`src/rtl/alu8_pkg.sv`:
```
package alu8_pkg;
  localparam int OP_W = 4;

  typedef enum logic [OP_W-1:0] {
    OP_COPY = 4'd0,
    OP_AND  = 4'd1,
    OP_OR   = 4'd2,
    OP_XOR  = 4'd3,
    OP_TEST = 4'd4,
    OP_ADD  = 4'd5,
    OP_ADDC = 4'd6,
    OP_SUB  = 4'd7,
    OP_SUBC = 4'd8,
    OP_CMP  = 4'd9
  } alu_op_e;

  typedef enum logic [1:0] {
    LF_AND = 2'd0,
    LF_OR  = 2'd1,
    LF_XOR = 2'd2
  } logic_fn_e;
endpackage

```
`src/rtl/alu8_opnd_sel.sv`:
```
module alu8_opnd_sel #(
  parameter int W = 8
) (
  input  logic         use_imm,
  input  logic [W-1:0] reg_val,
  input  logic [W-1:0] imm_val,
  output logic [W-1:0] opnd
);
  assign opnd = use_imm ? imm_val : reg_val;
endmodule

```
`src/rtl/alu8_addsub.sv`:
```
module alu8_addsub #(
  parameter int W = 8
) (
  input  logic [W-1:0] a,
  input  logic [W-1:0] b,
  input  logic         sub,
  input  logic         use_cin,
  input  logic         cin,
  output logic [W-1:0] res,
  output logic         cout
);
  localparam int EW = W + 1;
  logic [EW-1:0] ext;
  logic [EW-1:0] cext;

  always_comb begin
    cext = {{(EW-1){1'b0}}, (use_cin & cin)};
    if (sub) ext = {1'b0, a} - {1'b0, b} - cext;
    else     ext = {1'b0, a} + {1'b0, b} + cext;
  end

  // Bit W holds the carry out on an add and the borrow on a subtract.
  assign res  = ext[W-1:0];
  assign cout = ext[W];
endmodule

```
`src/rtl/alu8_logic.sv`:
```
module alu8_logic #(
  parameter int W = 8
) (
  input  alu8_pkg::logic_fn_e fn,
  input  logic [W-1:0]        a,
  input  logic [W-1:0]        b,
  output logic [W-1:0]        res,
  output logic                odd_par
);
  import alu8_pkg::*;

  genvar i;
  generate
    for (i = 0; i < W; i++) begin : g_bit
      always_comb begin
        unique case (fn)
          LF_OR:   res[i] = a[i] | b[i];
          LF_XOR:  res[i] = a[i] ^ b[i];
          default: res[i] = a[i] & b[i];
        endcase
      end
    end
  endgenerate

  assign odd_par = ^res;
endmodule

```
`src/rtl/alu8_flags.sv`:
```
module alu8_flags (
  input  logic clk,
  input  logic rst,
  input  logic en,
  input  logic c_d,
  input  logic z_d,
  output logic c_q,
  output logic z_q
);
  always_ff @(posedge clk) begin
    if (rst) begin
      c_q <= 1'b0;
      z_q <= 1'b0;
    end else if (en) begin
      c_q <= c_d;
      z_q <= z_d;
    end
  end
endmodule

```
`src/rtl/alu8_core.sv`:
```
module alu8_core #(
  parameter int W = 8
) (
  input  logic                    clk,
  input  logic                    rst,
  input  logic                    alu_en,
  input  logic [alu8_pkg::OP_W-1:0] op,
  input  logic [W-1:0]            opnd_a,
  input  logic [W-1:0]            opnd_b,
  input  logic [W-1:0]            imm,
  input  logic                    use_imm,
  output logic [W-1:0]            result,
  output logic                    wr_en,
  output logic                    carry_next,
  output logic                    zero_next,
  output logic                    carry_q,
  output logic                    zero_q
);
  import alu8_pkg::*;

  logic [W-1:0] b_sel;
  logic [W-1:0] lres;
  logic [W-1:0] ares;
  logic         lpar;
  logic         acout;
  logic_fn_e    lfn;
  logic         is_sub;
  logic         is_cin;
  logic [W-1:0] res_c;
  logic         wr_c;
  logic         c_c;
  logic         z_c;

  alu8_opnd_sel #(.W(W)) u_sel (
    .use_imm (use_imm),
    .reg_val (opnd_b),
    .imm_val (imm),
    .opnd    (b_sel)
  );

  always_comb begin
    unique case (op)
      OP_OR:   lfn = LF_OR;
      OP_XOR:  lfn = LF_XOR;
      default: lfn = LF_AND;
    endcase
    is_sub = (op == OP_SUB) || (op == OP_SUBC) || (op == OP_CMP);
    is_cin = (op == OP_ADDC) || (op == OP_SUBC);
  end

  alu8_logic #(.W(W)) u_logic (
    .fn      (lfn),
    .a       (opnd_a),
    .b       (b_sel),
    .res     (lres),
    .odd_par (lpar)
  );

  alu8_addsub #(.W(W)) u_arith (
    .a       (opnd_a),
    .b       (b_sel),
    .sub     (is_sub),
    .use_cin (is_cin),
    .cin     (carry_q),
    .res     (ares),
    .cout    (acout)
  );

  always_comb begin
    res_c = '0;
    wr_c  = 1'b0;
    c_c   = carry_q;
    z_c   = zero_q;
    unique case (op)
      OP_COPY: begin
        res_c = b_sel;
        wr_c  = 1'b1;
      end
      OP_AND, OP_OR, OP_XOR: begin
        res_c = lres;
        wr_c  = 1'b1;
        c_c   = 1'b0;
        z_c   = (lres == '0);
      end
      OP_TEST: begin
        res_c = lres;
        c_c   = lpar;
        z_c   = (lres == '0);
      end
      OP_ADD, OP_ADDC, OP_SUB, OP_SUBC, OP_CMP: begin
        res_c = ares;
        wr_c  = (op != OP_CMP);
        c_c   = acout;
        z_c   = (ares == '0);
      end
      default: ;
    endcase
  end

  assign result     = res_c;
  assign wr_en      = alu_en & wr_c;
  assign carry_next = alu_en ? c_c : carry_q;
  assign zero_next  = alu_en ? z_c : zero_q;

  alu8_flags u_flags (
    .clk (clk),
    .rst (rst),
    .en  (alu_en),
    .c_d (carry_next),
    .z_d (zero_next),
    .c_q (carry_q),
    .z_q (zero_q)
  );
endmodule

```
`config.mk`:
```
export PLATFORM = sky130hd
export DESIGN_NAME = alu8_core
export DESIGN_NICKNAME = d
export VERILOG_FILES = /design/src/rtl/alu8_pkg.sv /design/src/rtl/alu8_opnd_sel.sv /design/src/rtl/alu8_addsub.sv /design/src/rtl/alu8_logic.sv /design/src/rtl/alu8_flags.sv /design/src/rtl/alu8_core.sv
export SDC_FILE = /design/constraint.sdc
export NUM_CORES = 1
export LEC_CHECK = 0
export CAP_MARGIN = 40
export CORE_ASPECT_RATIO = 0.9
export CORE_MARGIN = 5
export CORE_UTILIZATION = 40
export CTS_CLUSTER_DIAMETER = 40
export DETAILED_ROUTE_END_ITERATION = 6
export PLACE_DENSITY = 0.66
export RECOVER_POWER = 50
export SYNTH_ARGS = -nofsm -noshare
export SYNTH_HDL_FRONTEND = slang
export SYNTH_HIERARCHICAL = 1
export SYNTH_SLANG_ARGS = --single-unit
export TNS_END_PERCENT = 1
```
`constraint.sdc`:
```
create_clock -name clk -period 10.5 [get_ports clk]
set_input_delay 2.1 -clock clk [delete_from_list [all_inputs] [get_ports clk]]
set_output_delay 2.1 -clock clk [all_outputs]
set_load 0.05 [all_outputs]
```
==> flow_summary.json <==
{
  "status": "finished, final reports clean",
  "floorplan.initialDensity_pct": 42.17,
  "max_freq_ghz": 0.1086,
  "die_w_um": 85.96,
  "grt_pass1_wl_mm": 8.859,
  "fin_cells": 370,
  "h-tree-depth": 1,
  "hold_start": "u_flags/c_q$_SDFFE_PP0P_",
  "netlist_instances": 262,
  "die-area_um2": 6735,
  "syn_area_per_cell_um2": 7.927,
  "netlist.area_leader.share_pct": 23.49,
  "min_to": "u_flags/c_q$_SDFFE_PP0P_",
  "grt_usage_pct": 15.68,
  "hold_viol_final": 0,
  "cts-buffers-inserted": 3,
  "swShare_pct": 49.17,
  "holdPathStages": 2,
  "drive_gt1_share_pct": 11.80,
  "antenna_found_initial": 0,
  "ys_seq_elements": 2,
  "drt_wl_total_mm": 5.321,
  "maxSlewViolCount": 0,
  "clk_pin_slew_ns": 0.03,
  "antenna_cells": 0,
  "drtPass1Iterations": 4,
  "critPathKind": "in -> out",
  "synth_fa_ha_area_share_pct": 27.35,
  "synthMuxAreaShare_pct": 10.96,
  "detail_route.wl_per_cell_um": 14.38,
  "seqPwrFrac_pct": 3.7,
  "r2r_cells": 16,
  "vias": 1945,
  "synth-edff-count": 0,
  "num_io_pins": 45,
  "dp_cells": 367,
  "rr_endpoint": "u_flags/z_q$_SDFFE_PP0P_",
  "period_minus_slack_ns": 9.212,
  "synth_simple_gate_area_share_pct": 18.31,
  "p_leak_nw": 1.247,
  "dpl.hpwl_mm": 4.340,
  "syn_area_um2": 2077,
  "p_switching_w": 0.0001055,
  "port_buffers": 44,
  "grt-ovfl-total": 0,
  "crit_arrival_ns": 7.11,
  "nets": 382,
  "clock_path_buffers": 2,
  "slew_headroom_pct": 44.73,
  "cts_resized": 0,
  "hold_buffers": 0,
  "first_global_vias": 1899,
  "post-route-period-util_pct": 87.73,
  "dieHeight_um": 78.36,
  "postLayoutCoreUtil_pct": 53.02,
  "worstReg2RegStart": "u_flags/c_q$_SDFFE_PP0P_",
  "core_area_um2": 4925,
  "ys.flop_type": "dfxtp_1",
  "startpoint_type": "input port",
  "finClkSkew_ns": 0.001286,
  "synth_common_cells": "inv_1 (52), ha_1 (39), nand2_1 (18), xnor2_1 (14), nor2_1 (12)",
  "yosysUniqueCellTypes": 52,
  "synth_compound_area_share_pct": 22.35,
  "post_cts_buffers": 0,
  "hold_class": "reg -> reg",
  "clock_sinks": 2,
  "drc": 0,
  "p_per_area_nw_per_um2": 82.16,
  "synth_warnings": 6,
  "combPwrFrac_pct": 81.8,
  "fin_setup_tns_ns": 0,
  "tightest_slew_ns": 0.8222,
  "yosysSeqAreaShare_pct": 1.928,
  "ys_top_cells_by_area": "ha_1 (23%), inv_1 (9.4%), mux2_4 (6.5%), xnor2_1 (5.9%), a31oi_2 (4.2%)",
  "synth-async-reset-ratio_pct": 0,
  "vias_per_cell": 5.257,
  "setup_viol": 0,
  "rsz0062_at_grt": "no",
  "clockRootBuffer": "clkbuf_8",
  "synth_xor_area_share_pct": 7.590,
  "place.gp.congestion": 0.8172,
  "syn_to_final_growth_pct": 25.72,
  "first_iter_violations": 76,
  "p_clk_share_pct": 14.5,
  "rows": 24,
  "grt_max_degree": 16,
  "synth_top_area_cell": "ha_1",
  "insertion_delay_ns": 0.21,
  "synth_top_family_by_area": "adder cells",
  "synth.net_count": 337,
  "critical_path_required_ns": 8.40,
  "cts_tree": "done",
  "ant_nets": 0,
  "maxCapViolations": 0,
  "holdWs_ns": 0.5458,
  "synth.most_common_cell": "inv_1",
  "ir_worst_vdd_mv": 0.04881,
  "intPower_w": 0.0001090,
  "cp-end-kind": "output pin",
  "crit_fanout": 8,
  "r2r_slack_ns": 7.19
}
==> how the worst max path moves through the flow <==
stage | start | end | slack, ns | cells past startpoint
floorplan | op[2] | zero_next | 2.92 | 14
global placement | use_imm | zero_next | 1.49 | 15
detailed placement | use_imm | zero_next | 1.46 | 15
CTS | use_imm | zero_next | 1.45 | 15
global route | use_imm | zero_next | 1.12 | 15
finish | use_imm | zero_next | 1.29 | 15
==> sequential cells by signal (all words and copies together) (netlist names) <==
register and cells:
u_flags/c_q 1, u_flags/z_q 1
==> logic make-up (layout without fill, tap and decap cells) <==
logic type	Yosys count	count (layout)
and+or+nand+nor	69	69
buffers and inverters	60	103
AOI/OAI and AO/OA	52	52
adders and majority gates	43	43
xor gates and xnor gates	18	18
muxes	18	18
DFF	2	2
==> metal layers <==
layer  track usage, %  routed length [um]  up-vias
met5                0                   0        -
met4            3.006                  78        0
met3            3.665                 493        8
met2            27.04                2385       71
met1            19.93                2363      874
li1                 -                   -      992
==> layout by cell type (no fill, tap or decap), drive strengths merged, types with 9 or more instances in the layout <==
cell type,count
clkdlybuf4s50,38
nand2b,9
nor2,13
ha,39
nand2,18
mux2,11
a31oi,9
xnor2,14
a21oi,11
inv,55
==> power groups by stage <==
stage / combinational [W] / clock (W) / sequential [W]
after global routing: 0.000193 / 0.0000318 / 0.00000795
after global placement: 0.000175 / 0 / 0.00000804
final: 0.000175 / 0.0000312 / 0.00000792
after floorplan: 0.000128 / 0 / 0.00000848
after detailed placement: 0.000176 / 0 / 0.00000803
after CTS: 0.000177 / 0.0000309 / 0.00000793
==> layout make-up <==
type / count / area [um2]
flip-flops and latches: 2 / 40.04
fillers: 486 / 2313
well taps: 65 / 81.33
repair buffers: 45 / 447.9
clock buffers: 3 / 41.29
inverters: 55 / 206.4
multi-input cells: 200 / 1794
==> metrics by stage <==
stage          setup WS [ns]  power (W)  area, um2
6_report               1.288  0.0002145       2611
5_1_grt                1.117  0.0002329       2611
4_1_cts                1.447  0.0002159       2615
3_5_place_dp           1.456  0.0001841       2574
3_3_place_gp           1.494  0.0001830       2574
2_1_floorplan          2.919  0.0001363       2077
==> critical path, cell delays in order <==
cell and delay, ns:
dlygate4sd3_1 0.93, mux2_1 0.47, ha_1 0.39, inv_1 0.12, ha_1 0.36, a21o_1 0.24, a31o_2 0.25, a21oi_1 0.19
xor2_1 0.15, mux2i_1 0.12, or4_1 0.54, nor2_1 0.11, a22o_1 0.16, a22o_1 0.16, clkdlybuf4s50_1 0.81
(Power assumes the default switching activity.)
